==> src/rtl/csr_port_pkg.sv <==
package csr_port_pkg;
  localparam int DATA_W   = 16;
  localparam int ADDR_W   = 5;
  localparam int RAP_W    = 7;
  localparam int NUM_FLAGS = 7;
  localparam int FLAG_LSB = 8;

  localparam logic [ADDR_W-1:0] OFF_STA0 = 5'h00;
  localparam logic [ADDR_W-1:0] OFF_STA1 = 5'h02;
  localparam logic [ADDR_W-1:0] OFF_STA2 = 5'h04;
  localparam logic [ADDR_W-1:0] OFF_DATA = 5'h10;
  localparam logic [ADDR_W-1:0] OFF_ADDR = 5'h14;
  localparam logic [ADDR_W-1:0] OFF_RST  = 5'h18;
  localparam logic [ADDR_W-1:0] OFF_BUS  = 5'h1C;

  localparam logic [DATA_W-1:0] MASK_REG_BITS = 16'h7F3C;

  typedef enum logic [3:0] {
    RD_NONE, RD_STA0, RD_STA1, RD_STA2, RD_RAP, RD_MAIN, RD_IBLO, RD_IBHI,
    RD_MASK, RD_FEAT, RD_MODE, RD_IDLO, RD_IDHI, RD_BUS
  } rdSel_e;

  typedef struct packed {
    logic                 softRst;
    logic                 rapWr;
    logic                 mainWr;
    logic                 cmdInit;
    logic                 cmdStart;
    logic                 cmdStop;
    logic                 cmdDemand;
    logic [NUM_FLAGS-1:0] clrFlags;
    logic                 wrIbLo;
    logic                 wrIbHi;
    logic                 wrMask;
    logic                 wrFeat;
    logic                 wrMode;
    logic                 wrBus;
    rdSel_e               rdSel;
  } ctlStrobes_t;
endpackage

==> src/rtl/csr_port_decode.sv <==
module csr_port_decode
  import csr_port_pkg::*;
(
  input  logic              hostWr,
  input  logic              hostRd,
  input  logic [ADDR_W-1:0] hostAddr,
  input  logic [DATA_W-1:0] hostWdata,
  input  logic [RAP_W-1:0]  rapQ,
  input  logic              stoppedQ,
  output ctlStrobes_t       strb
);
  localparam logic [RAP_W-1:0] N_MAIN = 7'd0;
  localparam logic [RAP_W-1:0] N_IBLO = 7'd1;
  localparam logic [RAP_W-1:0] N_IBHI = 7'd2;
  localparam logic [RAP_W-1:0] N_MASK = 7'd3;
  localparam logic [RAP_W-1:0] N_FEAT = 7'd4;
  localparam logic [RAP_W-1:0] N_MODE = 7'd15;
  localparam logic [RAP_W-1:0] N_BUS  = 7'd20;
  localparam logic [RAP_W-1:0] N_IDLO = 7'd88;
  localparam logic [RAP_W-1:0] N_IDHI = 7'd89;

  logic dataHit, busHit, stopBit;
  assign dataHit = (hostAddr == OFF_DATA);
  assign busHit  = (hostAddr == OFF_BUS);
  assign stopBit = hostWdata[2];

  always_comb begin
    strb       = '0;
    strb.rdSel = RD_NONE;
    strb.softRst = hostRd && (hostAddr == OFF_RST);
    strb.rapWr   = hostWr && (hostAddr == OFF_ADDR);
    if (hostWr && dataHit) begin
      unique case (rapQ)
        N_MAIN: begin
          strb.mainWr    = 1'b1;
          strb.cmdStop   = stopBit;
          strb.cmdInit   = hostWdata[0] && !stopBit;
          strb.cmdStart  = hostWdata[1] && !stopBit;
          strb.cmdDemand = hostWdata[3] && !stopBit;
          strb.clrFlags  = hostWdata[FLAG_LSB +: NUM_FLAGS];
        end
        N_IBLO:  strb.wrIbLo = stoppedQ;
        N_IBHI:  strb.wrIbHi = stoppedQ;
        N_MASK:  strb.wrMask = stoppedQ;
        N_FEAT:  strb.wrFeat = stoppedQ;
        N_MODE:  strb.wrMode = stoppedQ;
        default: ;
      endcase
    end
    if (hostWr && busHit && rapQ == N_BUS) strb.wrBus = stoppedQ;
    if (hostRd) begin
      unique case (hostAddr)
        OFF_STA0: strb.rdSel = RD_STA0;
        OFF_STA1: strb.rdSel = RD_STA1;
        OFF_STA2: strb.rdSel = RD_STA2;
        OFF_ADDR: strb.rdSel = RD_RAP;
        OFF_BUS:  strb.rdSel = (rapQ == N_BUS) ? RD_BUS : RD_NONE;
        OFF_DATA: begin
          unique case (rapQ)
            N_MAIN:  strb.rdSel = RD_MAIN;
            N_IBLO:  strb.rdSel = RD_IBLO;
            N_IBHI:  strb.rdSel = RD_IBHI;
            N_MASK:  strb.rdSel = RD_MASK;
            N_FEAT:  strb.rdSel = RD_FEAT;
            N_MODE:  strb.rdSel = RD_MODE;
            N_IDLO:  strb.rdSel = RD_IDLO;
            N_IDHI:  strb.rdSel = RD_IDHI;
            default: strb.rdSel = RD_NONE;
          endcase
        end
        default: strb.rdSel = RD_NONE;
      endcase
    end
  end

  // a configuration write decision never appears while running
  always_comb begin
    p_cfg_gate_r8: assert ((strb.wrIbLo || strb.wrIbHi || strb.wrMask ||
                            strb.wrFeat || strb.wrMode || strb.wrBus) -> stoppedQ);
  end
endmodule

==> src/rtl/csr_port_regs.sv <==
module csr_port_regs
  import csr_port_pkg::*;
#(
  parameter logic [27:0] CHIP_ID = 28'h2420003
) (
  input  logic                 clk,
  input  logic                 rstN,
  input  ctlStrobes_t          strb,
  input  logic [DATA_W-1:0]    hostWdata,
  input  logic [3*DATA_W-1:0]  stationAddr,
  input  logic [NUM_FLAGS-1:0] engEvents,
  output logic [DATA_W-1:0]    hostRdata,
  output logic [RAP_W-1:0]     rapQ,
  output logic                 stoppedQ,
  output logic                 irqOut,
  output logic                 initStrobe,
  output logic                 startStrobe,
  output logic                 stopStrobe,
  output logic                 txDemandStrobe,
  output logic [2*DATA_W-1:0]  initBlockAddr,
  output logic                 autoPadEn,
  output logic                 promiscEn,
  output logic [DATA_W-1:0]    busCfg
);
  logic runningQ, initBusyQ, ienaQ;
  logic [NUM_FLAGS-1:0] flagsQ;
  logic [DATA_W-1:0] ibLoQ, ibHiQ, maskQ, featQ, modeQ, busQ;
  logic intrBit, errBit;
  logic [DATA_W-1:0] mainView;

  // Interrupt flags, one register per bit
  for (genvar i = 0; i < NUM_FLAGS; i++) begin : g_flag
    always_ff @(posedge clk or negedge rstN) begin
      if (!rstN)            flagsQ[i] <= 1'b0;
      else if (strb.softRst) flagsQ[i] <= 1'b0;
      else if (engEvents[i]) flagsQ[i] <= 1'b1;
      else if (strb.clrFlags[i]) flagsQ[i] <= 1'b0;
    end
  end

  always_ff @(posedge clk or negedge rstN) begin
    if (!rstN) begin
      rapQ <= '0; stoppedQ <= 1'b1; runningQ <= 1'b0; initBusyQ <= 1'b0; ienaQ <= 1'b0;
      ibLoQ <= '0; ibHiQ <= '0; maskQ <= '0; featQ <= '0; modeQ <= '0; busQ <= '0;
      initStrobe <= 1'b0; startStrobe <= 1'b0; stopStrobe <= 1'b0; txDemandStrobe <= 1'b0;
    end else if (strb.softRst) begin
      rapQ <= '0; stoppedQ <= 1'b1; runningQ <= 1'b0; initBusyQ <= 1'b0; ienaQ <= 1'b0;
      ibLoQ <= '0; ibHiQ <= '0; maskQ <= '0; featQ <= '0; modeQ <= '0; busQ <= '0;
      initStrobe <= 1'b0; startStrobe <= 1'b0; stopStrobe <= 1'b0; txDemandStrobe <= 1'b0;
    end else begin
      initStrobe     <= strb.cmdInit;
      startStrobe    <= strb.cmdStart;
      stopStrobe     <= strb.cmdStop;
      txDemandStrobe <= strb.cmdDemand;
      if (strb.rapWr)  rapQ  <= hostWdata[RAP_W-1:0];
      if (strb.mainWr) ienaQ <= hostWdata[6];
      if (strb.cmdStop) begin
        stoppedQ <= 1'b1; runningQ <= 1'b0; initBusyQ <= 1'b0;
      end else begin
        if (strb.cmdInit || strb.cmdStart) stoppedQ <= 1'b0;
        if (strb.cmdStart) runningQ <= 1'b1;
        if (strb.cmdInit) initBusyQ <= 1'b1;
        else if (engEvents[0]) initBusyQ <= 1'b0;
      end
      if (strb.wrIbLo) ibLoQ <= hostWdata;
      if (strb.wrIbHi) ibHiQ <= hostWdata;
      if (strb.wrMask) maskQ <= hostWdata & MASK_REG_BITS;
      if (strb.wrFeat) featQ <= hostWdata;
      if (strb.wrMode) modeQ <= hostWdata;
      if (strb.wrBus)  busQ  <= hostWdata;
    end
  end

  assign intrBit  = |(flagsQ & ~maskQ[FLAG_LSB +: NUM_FLAGS]);
  assign errBit   = |flagsQ[6:3];
  assign mainView = {errBit, flagsQ, intrBit, ienaQ, runningQ, runningQ,
                     1'b0, stoppedQ, runningQ, initBusyQ};

  always_comb begin
    unique case (strb.rdSel)
      RD_STA0: hostRdata = stationAddr[15:0];
      RD_STA1: hostRdata = stationAddr[31:16];
      RD_STA2: hostRdata = stationAddr[47:32];
      RD_RAP:  hostRdata = {{(DATA_W-RAP_W){1'b0}}, rapQ};
      RD_MAIN: hostRdata = mainView;
      RD_IBLO: hostRdata = ibLoQ;
      RD_IBHI: hostRdata = ibHiQ;
      RD_MASK: hostRdata = maskQ;
      RD_FEAT: hostRdata = featQ;
      RD_MODE: hostRdata = modeQ;
      RD_IDLO: hostRdata = CHIP_ID[15:0];
      RD_IDHI: hostRdata = {4'h0, CHIP_ID[27:16]};
      RD_BUS:  hostRdata = busQ;
      default: hostRdata = '0;
    endcase
  end

  assign irqOut        = intrBit && ienaQ;
  assign initBlockAddr = {ibHiQ, ibLoQ};
  assign autoPadEn     = featQ[11];
  assign promiscEn     = modeQ[15];
  assign busCfg        = busQ;

  // summary bit of a main-register read follows the error flags read with it
  p_err_summary_r2: assert property (@(posedge clk) disable iff (!rstN)
    (strb.rdSel == RD_MAIN) |-> (hostRdata[15] == |hostRdata[14:11]));
  // a stop strobe is never accompanied by another command strobe
  p_stop_alone_r6: assert property (@(posedge clk) disable iff (!rstN)
    stopStrobe |-> !(startStrobe || initStrobe || txDemandStrobe));
  // the run state agrees with the strobe that announced it
  p_start_state_r7: assert property (@(posedge clk) disable iff (!rstN)
    startStrobe |-> (runningQ && !stoppedQ));
  p_stop_state_r7: assert property (@(posedge clk) disable iff (!rstN)
    stopStrobe |-> (stoppedQ && !runningQ));
  // no interrupt without enable
  p_irq_enable_r5: assert property (@(posedge clk) disable iff (!rstN)
    irqOut |-> ienaQ);
  // an engine event leaves its flag set
  p_event_sets_r4: assert property (@(posedge clk) disable iff (!rstN)
    (engEvents[1] && !strb.softRst) |=> flagsQ[1]);
  // init-block address frozen while running
  p_ib_locked_r8: assert property (@(posedge clk) disable iff (!rstN)
    (!stoppedQ && !strb.softRst) |=> $stable(initBlockAddr));
endmodule

==> src/rtl/csr_port_ctl.sv <==
module csr_port_ctl
  import csr_port_pkg::*;
#(
  parameter logic [27:0] CHIP_ID = 28'h2420003
) (
  input  logic                 clk,
  input  logic                 rstN,
  input  logic                 hostWr,
  input  logic                 hostRd,
  input  logic [ADDR_W-1:0]    hostAddr,
  input  logic [DATA_W-1:0]    hostWdata,
  output logic [DATA_W-1:0]    hostRdata,
  input  logic [3*DATA_W-1:0]  stationAddr,
  input  logic [NUM_FLAGS-1:0] engEvents,
  output logic                 irqOut,
  output logic                 initStrobe,
  output logic                 startStrobe,
  output logic                 stopStrobe,
  output logic                 txDemandStrobe,
  output logic [2*DATA_W-1:0]  initBlockAddr,
  output logic                 autoPadEn,
  output logic                 promiscEn,
  output logic [DATA_W-1:0]    busCfg
);
  ctlStrobes_t strb;
  logic [RAP_W-1:0] rapQ;
  logic stoppedQ;

  csr_port_decode u_decode (
    .hostWr(hostWr), .hostRd(hostRd), .hostAddr(hostAddr), .hostWdata(hostWdata),
    .rapQ(rapQ), .stoppedQ(stoppedQ), .strb(strb)
  );

  csr_port_regs #(.CHIP_ID(CHIP_ID)) u_regs (
    .clk(clk), .rstN(rstN), .strb(strb), .hostWdata(hostWdata),
    .stationAddr(stationAddr), .engEvents(engEvents), .hostRdata(hostRdata),
    .rapQ(rapQ), .stoppedQ(stoppedQ), .irqOut(irqOut), .initStrobe(initStrobe),
    .startStrobe(startStrobe), .stopStrobe(stopStrobe), .txDemandStrobe(txDemandStrobe),
    .initBlockAddr(initBlockAddr), .autoPadEn(autoPadEn), .promiscEn(promiscEn),
    .busCfg(busCfg)
  );
endmodule

==> config.mk <==
export PLATFORM = sky130hd
export DESIGN_NAME = csr_port_ctl
export DESIGN_NICKNAME = d
export VERILOG_FILES = /design/src/rtl/csr_port_pkg.sv /design/src/rtl/csr_port_decode.sv /design/src/rtl/csr_port_regs.sv /design/src/rtl/csr_port_ctl.sv
export SDC_FILE = /design/constraint.sdc
export NUM_CORES = 1
export LEC_CHECK = 0
export BUFFER_PORTS_ARGS = -buffer_cell sky130_fd_sc_hd__buf_4
export CAP_MARGIN = 20
export CORE_MARGIN = 4
export CORE_UTILIZATION = 35
export DETAILED_ROUTE_END_ITERATION = 16
export PLACE_DENSITY = 0.58
export SLEW_MARGIN = 20
export SYNTH_ARGS = -nofsm -noshare
export SYNTH_HDL_FRONTEND = slang
export SYNTH_SLANG_ARGS = --single-unit
==> constraint.sdc <==
create_clock -name clk -period 2.1 [get_ports clk]
set_input_delay 0 -clock clk [delete_from_list [all_inputs] [get_ports clk]]
set_output_delay 0 -clock clk [all_outputs]
set_load 0.02 [all_outputs]
# Word-level counts from Yosys, hierarchy flattened
# Index checks and enable logic that the tools add are counted.
# W data, S select, Z words.
[totals]
out_inout_bits = 71
ff_bits = 118
[classes]
n_reduce_logical = 33
n_mux = 64
bitwise = 2
eq_ne = 27
[ops]
columns = ["operator", "count"]
rows = [
  ["$pmux W16 S13", 1],
  ["$mux W16", 12],
  ["$mux W1", 43],
  ["$pmux W4 S8", 1],
  ["$reduce_bool A3 Y1", 9],
  ["$eq A4 B4 Y1 const B", 6],
  ["$pmux W4 S6", 1],
  ["$eq A5 B5 Y1 const B", 4],
  ["$mux W17", 1],
  ["$eq A4 B3 Y1 const B", 4],
  ["$reduce_bool A2 Y1", 8],
  ["$eq A7 B2 Y1 const B", 2],
  ["$eq A7 B7 Y1 const B", 2],
  ["$mux W7", 2],
  ["$mux W12", 1],
  ["$logic_and A1 B1 Y1", 9],
  ["$eq A4 B2 Y1 const B", 2],
  ["$mux W4", 2],
  ["$and A7 B7 Y7", 1],
  ["$eq A7 B1 Y1 const B", 1],
  ["$eq A7 B3 Y1 const B", 1],
  ["$eq A7 B4 Y1 const B", 1],
  ["$eq A7 B5 Y1 const B", 1],
  ["$logic_not A7 Y1", 1],
  ["other kinds (10)", 10],
]

# Depth between registers and ports, before layout
# Gate-level depths: netlist of the first run.
[depth]
ltp_word = 8
ltp_mapped = 10

# Hierarchy
# A second synthesis of the first run with hierarchy kept.
[hier_totals]
hier_cells = 681
hier_area_um2 = 6632.6
[by_module_without_submodules]
columns = ["mod", "cells_each", "area_per_inst_um2", "instances"]
rows = [
  ["csr_port_regs", 598, 6125.9, 1],
  ["csr_port_decode", 83, 506.7, 1],
]

# Worst setup path after synthesis of the first run
# OpenSTA, ideal clock, no wires.
[synth_path]
path_type = "register to output"
startpoint = "register u_regs.rapQ[1]"
endpoint = "output hostRdata[10]"
path_stages_with_launch = 11
t_arrival_ns = 2.414
path_slack_ns = -0.314
path_cell_list = "dfrtp_1 -> buf_2 -> nand4b_4 -> or2_1 -> o221a_1 -> buf_2 -> or4_4 -> buf_6 -> o22ai_1 -> a221oi_1 -> nand3_1"
[synth_between]
elab_chain_cells = 6
elab_cells_between_ends = 27
cone_classes = "21 x eq/ne; 5 x mux; 1 x reduce/logical"
[synth_lines]
columns = ["item", "line_no", "source"]
rows = [
  ["start: declaration", "csr_port_regs.sv:13", "output logic [RAP_W-1:0] rapQ,"],
  ["start signal: assignment", "csr_port_regs.sv:55", "if (strb.rapWr) rapQ <= hostWdata[RAP_W-1:0];"],
  ["$eq A7 B7 Y1, or another cell as far along", "csr_port_decode.sv:59", "unique case (rapQ)"],
  ["$pmux W4 S8 / $mux W4 (equally long branches)", "csr_port_decode.sv:59, csr_port_decode.sv:57", ""],
  ["$pmux W4 S6 (*)", "csr_port_decode.sv:52", "unique case (hostAddr)"],
  ["$mux W4 (*)", "csr_port_decode.sv:51", "if (hostRd) begin"],
  ["$eq A4 B4 Y1, or another cell as far along", "csr_port_regs.sv:80", "unique case (strb.rdSel)"],
  ["$pmux W16 S13 (*)", "csr_port_regs.sv:80", ""],
  ["end: declaration", "csr_port_ctl.sv:12", "output logic [DATA_W-1:0] hostRdata,"],
]
# Every way passes the cells marked *; elsewhere a longest branch is shown, timed or not.

# Worst setup path after layout of the first run
[layout_path]
startpoint = "register u_regs.rapQ[3]"
endpoint = "output hostRdata[5]"
# Same word-level chain as after synthesis.

==> out/metrics.cfg, run 1 <==
[sta]
setup_viol=91
finalHoldViolations=0
setup_ws_ns=-0.928
max_freq_ghz=0.330
min_period_ns=3.03
skew_ns=0.00829
holdWs_ns=0.0885
maxSlewViolCount=0
rsz0062_at_grt=yes
worstMarginPinSlew_ns=0.642
period_share=1.44
slew_headroom=0.568

[clock_tree]
clk_latency_ns=0.43
htree_levels=4
cts.sinks=113
clk_pin_slew_worst_paths_ns=0.06
cts_tree=built
cts_buffers=17
clockRootBuffer=clkbuf_16
clockBufferDepth=2

[power_and_ir_drop]
vdd_drop_max_mv=0.523
p_comb_frac=0.167
power_mw=6.38
powerDensity_nw_per_um2=603
power.internal_mw=4.56
pwr-share-clk=0.465
swShare=0.286
p_leak_nw=5.34
seqPwrFrac=0.368
p_sw_mw=1.83

[floorplan]
pin_count=151
core_area_sq_um=17500
dieWidth_um=142
die-area_sq_um=20300
die_y_um=142
rows=48
start_util=0.362

[route]
post_drt_wl_per_cell_um=24.6
routed_wl_um=29200
drc=0
drt_iter0_drc=575
dr.pass1.iters=5
vias=6706
drtAntennaViolNets=0
vias_per_cell=5.65

[synth]
syn_inst=649
synth.avg_cell_area_sq_um=9.74
netlist_top_cells_count=126 x nor2_1, 120 x mux2i_1, 112 x dfrtp_1, 39 x nand2_1, 26 x nand3_1
synth.net_count=729
netlist.area_leader.share=0.443
ys_top_cells_by_area=dfrtp_1 44%, mux2i_1 19%, nor2_1 7.5%, nand2_1 2.3%, a22oi_1 2.3%
synth_top_cell_by_area=dfrtp_1
async_reset_ff_frac=1.00
synth.cell_area_sq_um=6320
ys_seq_elements=113
yosysMostFrequentCell=nor2_1
ys_seq_area_frac=0.447
synth_edf_count=0
synth_cell_types=66
synth_flop_cell=dfrtp_1
synth_warnings=0

[global_route]
first_global_vias=6892
groute.usage.overall=0.279
grt_first_pass_wirelength_um=42300
grt_overflow=0
grt_max_degree=59
antenna_found_initial=0

[setup_path]
r2r-end=u_regs.ibLoQ[9]
r2r-start=u_regs.rapQ[5]
startpoint=u_regs.rapQ[3]
cpLargestDelayFamily=buffers and inverters
crit_path_max_incr_delay_ns=0.45
required_ns=2.10
crit_top_cell=buf_4
worstPathCellList=buf_4 > buf_4 > a221oi_4 > o221a_4 > buf_4 > nand3_2 > nor3_4 > buf_4 > a22oi_1 > nand4_1 > buf_4
reg2reg_slack_ns=-0.19
cp-start-kind=flip-flop
path_class=flip-flop to output port
worst-path-max-fanout=5
slowest_stage=dfrtp_2
crit_end=hostRdata[5]
cp.arrival_ns=3.03
cp.buffers_inverters=5
cp.depth=11
endpoint_kind=output port
r2r_cells=10

[status]
violations=setup timing
status=finished, violations left

[finish]
diodes=0
drive_gt1_frac=0.456
syn_to_final_growth_pct=67.3
fin_area_sq_um=10600
nNetsFinal=1029

[place]
placed_area_sq_um=8600
place_congestion=0.972
port_buffers=150
hpwl_um=20500
dp_slack_ns=-0.864

[run]
maxCapViolations=0

[min_path]
hp-class=input pin to async pin

cell type report:
cell class / instances / area [sq um]
fill: 1508 / 6900
multi-input combinational: 484 / 3940
timing repair buffer: 324 / 2890
sequential: 113 / 2840
clock buffer: 17 / 425
tap: 225 / 282
clock inverter: 15 / 171
inverter: 9 / 33.8
state kept, by name, indices dropped and copies added (netlist names):
signal and count:
u_regs.initStrobe 1, u_regs.txDemandStrobe 1, u_regs.flagsQ 7, u_regs.ibLoQ 16, u_regs.maskQ 11, u_regs.stopStrobe 1, u_regs.startStrobe 1, u_regs.ienaQ 1
u_regs.ibHiQ 16, u_regs.initBusyQ 1, u_regs.busCfg 16, u_regs.runningQ 1, u_regs.featQ 16, u_regs.modeQ 16, u_regs.rapQ 7, u_regs.stoppedQ 1
metal layers:
| layer | vias up | routed length, um | share of wire | GRT usage |
|---|---|---|---|---|
| li1 | 2972 | - | - | - |
| met1 | 3362 | 12400 | 0.42 | 0.372 |
| met2 | 309 | 13800 | 0.47 | 0.458 |
| met3 | 63 | 2040 | 0.070 | 0.0595 |
| met4 | 0 | 948 | 0.033 | 0.0830 |
| met5 | - | 0 | 0 | 0 |
cell families after synthesis:
| family | synth area share |
|---|---|
| AOI/OAI and AO/OA | 0.130 |
| xor gates and xnor gates | 0.00277 |
| buffers and inverters | 0.0364 |
| DFF | 0.447 |
| muxes | 0.195 |
| and+or+nand+nor | 0.188 |
power groups by stage:
| stage | combinational (mW) | sequential (mW) | clock, mW |
|---|---|---|---|
| 5_1_grt | 1.14 | 2.35 | 3.10 |
| 4_1_cts | 0.995 | 2.34 | 2.99 |
| 6_report | 1.07 | 2.35 | 2.97 |
| 2_1_floorplan | 0.297 | 2.35 | 0 |
| 3_3_place_gp | 0.820 | 2.38 | 0 |
| 3_5_place_dp | 0.820 | 2.38 | 0 |
cells in the final DEF, fill, tap and decap left out, types with 14 or more instances in the layout:
master | synthesis | layout
dlygate4sd3_1 | 0 | 24
buf_6 | 1 | 33
mux2i_1 | 120 | 104
a21oi_1 | 14 | 14
clkbuf_16 | 0 | 20
nor2_1 | 126 | 119
nand2_1 | 39 | 38
buf_12 | 0 | 14
dfrtp_1 | 112 | 106
nand3_1 | 26 | 18
a22oi_1 | 19 | 17
buf_4 | 1 | 247
metrics by stage:
step,setup TNS (ns),util,cells
2_1_floorplan,-5.10,-,649
3_3_place_gp,-16.79,0.492,1094
3_5_place_dp,-15.45,0.492,1094
4_1_cts,-14.50,0.577,1172
5_1_grt,-28.39,0.605,1187
6_report,-20.33,0.605,1187
how the worst min path moves through the flow:
| stage | to | slack (ns) | depth (start not counted) |
|---|---|---|---|
| 2_1_floorplan | u_regs.busCfg[0] | -0.30 | 0 |
| 3_3_place_gp | u_regs.rapQ[2] | -0.004 | 1 |
| 3_5_place_dp | u_regs.rapQ[2] | 0.0008 | 1 |
| 4_1_cts | u_regs.rapQ[0] | 0.1 | 2 |
| 5_1_grt | u_regs.stopStrobe | 0.13 | 4 |
| 6_report | u_regs.rapQ[2] | 0.09 | 2 |
timing repair:
| action | in CTS | in global routing |
|---|---|---|
| pin swaps | 17 | 21 |
| endpoints found under the setup margin | 91 | 91 |
| hold endpoints to repair | 143 | 0 |
| hold buffers | 24 | 0 |
| buffers inserted | 21 | 15 |
| gates resized for setup | 95 | 67 |
| cloned | 2 | 4 |
(Power assumes the default switching activity.)
==> run 2, diff against run 1 <==
--- a/config.mk
+++ b/config.mk
@@ -11,6 +11,7 @@
 export CORE_UTILIZATION = 35
 export DETAILED_ROUTE_END_ITERATION = 16
 export PLACE_DENSITY = 0.58
+export SETUP_SLACK_MARGIN = 0.4
 export SLEW_MARGIN = 20
 export SYNTH_ARGS = -nofsm -noshare
 export SYNTH_HDL_FRONTEND = slang
==> constraint.sdc (replaced) <==
create_clock -name clk -period 2.1 [get_ports clk]
set_input_delay 0 -clock clk [delete_from_list [all_inputs] [get_ports clk]]
set_output_delay 0 -clock clk [all_outputs]
set_load 0.005 [all_outputs]
==> run 2 against run 1 <==
Global-route usage increased by 0.32 points. Clock power decreased by 7.4%. Worst setup slack got worse by 0.034 ns. The flow still finishes with violations (setup timing). Count of clock-buffer cells in the layout increased by 3. Final area increased by 0.82%. Combinational power about the same.
==> out/metrics.cfg, run 2 (synthesis results as in run 1) <==
[setup_path]
endpoint_kind=output port
cp.arrival_ns=3.06
cp-start-kind=flip-flop
path_class=flip-flop to output port
worstPathCellList=buf_6 > nor4b_4 > buf_4 > buf_6 > a21bo_4 > a22o_1 > buf_12 > or4_4 > buf_6 > o22a_1 > nand4_1 > buf_4
worst-path-max-fanout=7
slowest_stage=or4_4
required_ns=2.10
crit_path_max_incr_delay_ns=0.58
crit_top_cell=buf_6

[clock_tree]
clk_latency_ns=0.41
clockBufferDepth=2
htree_levels=4
cts_tree=built
clockRootBuffer=clkbuf_16
cts_buffers=17
clk_pin_slew_worst_paths_ns=0.06
cts.sinks=113

[finish]
multi_input_area_sq_um=3990
syn_to_final_growth_pct=68.7
nNetsFinal=1043
final-seq-area_sq_um=2840
drive_gt1_frac=0.481
final_cells=1201
fill_cells=1455
diodes=0
mostFrequentLayoutCells=271 x buf_4, 116 x nor2_1, 111 x mux2i_1
final_common_cell=buf_4

[route]
routed_wl_um=29100
vias_per_cell=5.60
post_drt_wl_per_cell_um=24.2
dr.pass1.iters=5
drtAntennaViolNets=0
vias=6723
drt_iter0_drc=470
drc=0

[min_path]
hp-class=input pin to flip-flop

[power_and_ir_drop]
p_leak_nw=5.44
swShare=0.274
vdd_drop_max_mv=0.584
seqPwrFrac=0.382
powerDensity_nw_per_um2=580
power.internal_mw=4.49
p_comb_frac=0.173
p_sw_mw=1.69
pwr-share-clk=0.445
power_mw=6.18

[place]
port_buffers=150
dp_slack_ns=-0.748
place_congestion=0.983
place_inst=1108
hpwl_um=21100

[floorplan]
rows=48
dieWidth_um=142
core_area_sq_um=17500
die-area_sq_um=20300
pin_count=151
die_y_um=142
start_util=0.362

[global_route]
grt_overflow=0
grt_max_degree=57
groute.usage.overall=0.282
grt_first_pass_wirelength_um=42900
first_global_vias=6876
antenna_found_initial=0

[sta]
worstMarginPinSlew_ns=0.714
setup_ws_ns=-0.962
period_share=1.46
rsz0062_at_grt=yes
setup_viol=91
maxSlewViolCount=0
max_freq_ghz=0.327
slew_headroom=0.524
holdWs_ns=0.181
skew_ns=0.00884
min_period_ns=3.06
finalHoldViolations=0

[status]
status=finished, violations left
violations=setup timing

[run]
maxCapViolations=0

[run 2: cell types whose count changed in the layout (fill, tap and decap cells not counted), moves of 5 or more]
cell | before | now
a21oi_2 | 0 | 9
buf_6 | 33 | 22
buf_4 | 247 | 271
a21oi_1 | 14 | 5
nand2_1 | 38 | 30
mux2i_1 | 104 | 111
mux2i_4 | 7 | 0
nand2_4 | 0 | 5
[run 2: metal layers]
layer	vias to the layer above	global-route usage	wire, um
met5	-	0	0
met4	0	0.0885	879
met3	44	0.0635	2070
met2	293	0.443	13400
met1	3388	0.390	12700
li1	2998	-	-
[run 2: worst max-delay path: cells and delay by family, from the launching register on]
| kind | cells | cell delay [ns] |
|---|---|---|
| AOI/OAI and AO/OA | 3 | 0.64 |
| and+or+nand+nor | 3 | 0.74 |
| DFF | 1 | 0.42 |
| buffers and inverters | 6 | 0.85 |
[run 2: per-stage QoR]
stage / TNS [ns] / utilization / cell area, sq um
after floorplan: -2.52 / - / 6450
after global placement: -13.63 / 0.499 / 8730
after detailed placement: -12.14 / 0.499 / 8730
after CTS: -19.51 / 0.585 / 10200
after global routing: -31.93 / 0.610 / 10700
final: -23.03 / 0.610 / 10700
[run 2: timing repair]
item	4_1_cts	5_1_grt
hold endpoints to repair	139	0
setup buffers	23	10
gates cloned	4	0
resized for setup	89	77
pin swaps	24	37
endpoints found under the setup margin	121	123
hold buffers	24	0
[run 2: power by group through the flow]
stage                     combinational (mW)  clock [mW]  sequential (mW)
final                                   1.07        2.75             2.36
after floorplan                        0.297           0             2.34
after detailed placement               0.828           0             2.38
after global routing                    1.14        2.90             2.37
after CTS                              0.998        2.78             2.35
after global placement                 0.831           0             2.38
[run 2: final cells by class]
cell class                 instances  share of cell area
multi-input combinational        484               0.374
timing repair buffer             338               0.278
sequential                       113               0.266
inverter                           9             0.00317
clock inverter                    12              0.0103
clock buffer                      20              0.0428
tap                              225              0.0264
[run 2: worst paths after layout]
check,startpoint,endpoint,slack [ns],cells after the start
worst max-delay path,u_regs.rapQ[1],hostRdata[5],-0.96,12
worst min-delay path,hostAddr[4],u_regs.ibLoQ[2],0.18,3
worst max register to register,u_regs.rapQ[1],u_regs.busCfg[15],-0.24,11
worst min register to register,u_regs.maskQ[3],u_regs.maskQ[3],0.52,2
max in group asynchronous,rstN,u_regs.rapQ[5],1.19,3
min in group asynchronous,rstN,u_regs.ibHiQ[1],0.20,2
==> run 3, diff against run 2 <==
--- a/config.mk
+++ b/config.mk
@@ -5,6 +5,7 @@
 export SDC_FILE = /design/constraint.sdc
 export NUM_CORES = 1
 export LEC_CHECK = 0
+export ABC_AREA = 1
 export BUFFER_PORTS_ARGS = -buffer_cell sky130_fd_sc_hd__buf_4
 export CAP_MARGIN = 20
 export CORE_MARGIN = 4
==> run 3 against run 2 <==
The flow still finishes with violations (setup timing). Clock power grew 8.7%. Worst setup slack improved by 0.46 ns. Utilization shrank 1.5 points. Via count increased by 6.3%. Final area shrank 3.8%. Critical path depth increased by 4. Sequential power up 25%. Sequential cell count unchanged. Final cell count grew 13%. Fmax up 18%. Hold slack worse by 0.10 ns. Wire length shrank 11%. Critical endpoint is now hostRdata[14]. Largest power group unchanged.
==> out/metrics.cfg, run 3 <==
[floorplan]
pin_count=151
rows=48
die-area_sq_um=19700
start_util=0.356
core_area_sq_um=17200
dieWidth_um=140
die_y_um=140

[sta]
min_period_ns=2.60
max_freq_ghz=0.384
slew_headroom=0.656
finalHoldViolations=0
maxSlewViolCount=0
setup_viol=16
skew_ns=0.00907
setup_ws_ns=-0.501
worstMarginPinSlew_ns=0.516
rsz0062_at_grt=yes
period_share=1.24
holdWs_ns=0.0763

[route]
routed_wl_um=26000
drtAntennaViolNets=0
vias=7146
drt_iter0_drc=567
dr.pass1.iters=5
vias_per_cell=5.27
drc=0
post_drt_wl_per_cell_um=19.1

[min_path]
min_to=u_regs.initStrobe
min_from=hostWr
hp-class=input pin to flip-flop
holdPathStages=5

[global_route]
met1_usage=0.347
met2_usage=0.402
grt_max_degree=45
grt_first_pass_wirelength_um=38600
grt-busiest-layer=met2
use_met3=0.0512
first_global_vias=6785
grt_overflow=0
antenna_found_initial=0
groute.usage.overall=0.254

[setup_path]
cp.buffers_inverters=4
r2r-start=u_regs.rapQ[0]
path_class=flip-flop to output port
reg2reg_slack_ns=0.18
cp-start-kind=flip-flop
worstPathCellList=buf_6 > nand2_1 > nor2_1 > nand2_1 > nand3_2 > nand2_2 > nand4_4 > nand2_4 > nor2_4 > buf_6 > clkbuf_16 > nand3_1 > nand2_2 > nor3_2 > nand2_1 > buf_4
slowest_stage=dfrtp_2
endpoint_kind=output port
r2r-end=u_regs.busCfg[7]
cp.depth=16
required_ns=2.10
r2r_cells=11
worst-path-max-fanout=5
cpLargestDelayFamily=simple AND/OR/NAND/NOR gates
cp.arrival_ns=2.60
crit_path_max_incr_delay_ns=0.46
crit_top_cell=nand2_1

[synth]
synth.avg_cell_area_sq_um=7.23
netlist_top_cells_count=247 x nand2_1, 148 x nand3_1, 112 x dfrtp_1, 94 x o21ai_0, 87 x nor2_1
netlist.area_leader.share=0.456
syn_inst=850
ys_top_cells_by_area=dfrtp_1 46%, nand2_1 15%, nand3_1 12%, o21ai_0 7.7%, nor2_1 5.3%
synth_cell_types=30
synth_warnings=0
synth_flop_cell=dfrtp_1
ys_seq_area_frac=0.460
yosysMostFrequentCell=nand2_1
ys_seq_elements=113
synth_edf_count=0
synth_top_cell_by_area=dfrtp_1
synth.net_count=930
async_reset_ff_frac=1.00
synth.cell_area_sq_um=6140

[status]
status=finished, violations left
violations=setup timing

[run]
maxCapViolations=0

[clock_tree]
clk_latency_ns=0.42
htree_levels=4
clk_pin_slew_worst_paths_ns=0.06
clockBufferDepth=2
cts.sinks=113
cts_buffers=17
cts_tree=built
clockRootBuffer=clkbuf_16

[finish]
final_cells=1357
drive_gt1_frac=0.426
diodes=0
syn_to_final_growth_pct=67.1
final_common_cell=buf_4
mostFrequentLayoutCells=213 x buf_4, 198 x nand2_1, 115 x nand3_1
nNetsFinal=1199

[power_and_ir_drop]
p_leak_nw=5.15
powerDensity_nw_per_um2=740
vdd_drop_max_mv=0.570

[place]
place_inst=1264
port_buffers=150
hpwl_um=17800
place_congestion=0.952

## run 3: cell count changes after synthesis, sizes merged, moves of 6 or more
| cell | delta |
|---|---|
| inv | +47 |
| nor4 | -6 |
| nand2 | +212 |
| nand3 | +124 |
| o21ai | +95 |
| a211oi | -7 |
| a221oi | -7 |
| a22oi | -19 |
| nor2 | -29 |
| and2 | -7 |
| mux2i | -120 |
## run 3: kinds of logic after synthesis
| kind of cell | count (synthesis) | synth area share |
|---|---|---|
| compound gates | 124 | 0.103 |
| buf+inv | 98 | 0.0684 |
| flops | 113 | 0.460 |
| simple gates | 515 | 0.368 |
## run 3: cell type report
cell class / count / area (sq um)
clock buffer: 17 / 425
clock inverter: 15 / 184
fill: 1564 / 6970
inverter: 56 / 228
multi-input combinational: 639 / 3600
sequential: 113 / 2840
tap: 225 / 282
timing repair buffer: 292 / 2710
## run 3: stage by stage
| stage | power, mW | TNS (ns) | util | setup slack, ns | cell area, sq um |
|---|---|---|---|---|---|
| after detailed placement | 4.22 | -1.04 | 0.473 | -0.109 | 8150 |
| after global routing | 7.93 | -9.07 | 0.596 | -0.606 | 10300 |
| after global placement | 4.21 | -0.960 | 0.473 | -0.118 | 8150 |
| final | 7.60 | -7.26 | 0.596 | -0.501 | 10300 |
| after floorplan | 3.36 | 0 | - | 0.355 | 6190 |
| after CTS | 7.43 | -7.13 | 0.562 | -0.466 | 9680 |
## run 3: worst min-delay path, cell delays in order
cell     delay (ns)
buf_4          0.12
nand2_1        0.10
nor2_4         0.07
nand2_4        0.11
nor2_4         0.04
## run 3: power by group
group / leakage [nW] / switching [mW] / internal, mW
registers: 1.43 / 0.385 / 2.56
clock network: 0.279 / 1.12 / 1.87
logic: 3.44 / 0.802 / 0.862
## run 3: worst max path at each step
| stage | start | end | slack (ns) |
|---|---|---|---|
| after floorplan | u_regs.rapQ[4] | hostRdata[15] | 0.35 |
| after global placement | u_regs.rapQ[3] | hostRdata[9] | -0.12 |
| after detailed placement | u_regs.rapQ[0] | hostRdata[3] | -0.11 |
| after CTS | u_regs.rapQ[0] | hostRdata[0] | -0.47 |
| after global routing | u_regs.rapQ[5] | hostRdata[0] | -0.61 |
| final | u_regs.rapQ[3] | hostRdata[14] | -0.50 |
## run 3: routing by layer
metal | routed length, um | vias to the layer above
li1 | - | 3355
met1 | 11100 | 3441
met2 | 12300 | 292
met3 | 1840 | 58
met4 | 779 | 0
met5 | 0 | -
## run 3: what timing repair did
| item | CTS | global route |
|---|---|---|
| resized for setup | 136 | 121 |
| hold buffers | 20 | 0 |
| buffers inserted | 19 | 11 |
| pin swaps | 44 | 53 |
| endpoints found under the setup margin | 44 | 123 |
| endpoints found under the hold margin | 56 | 0 |
| gates cloned | 6 | 5 |
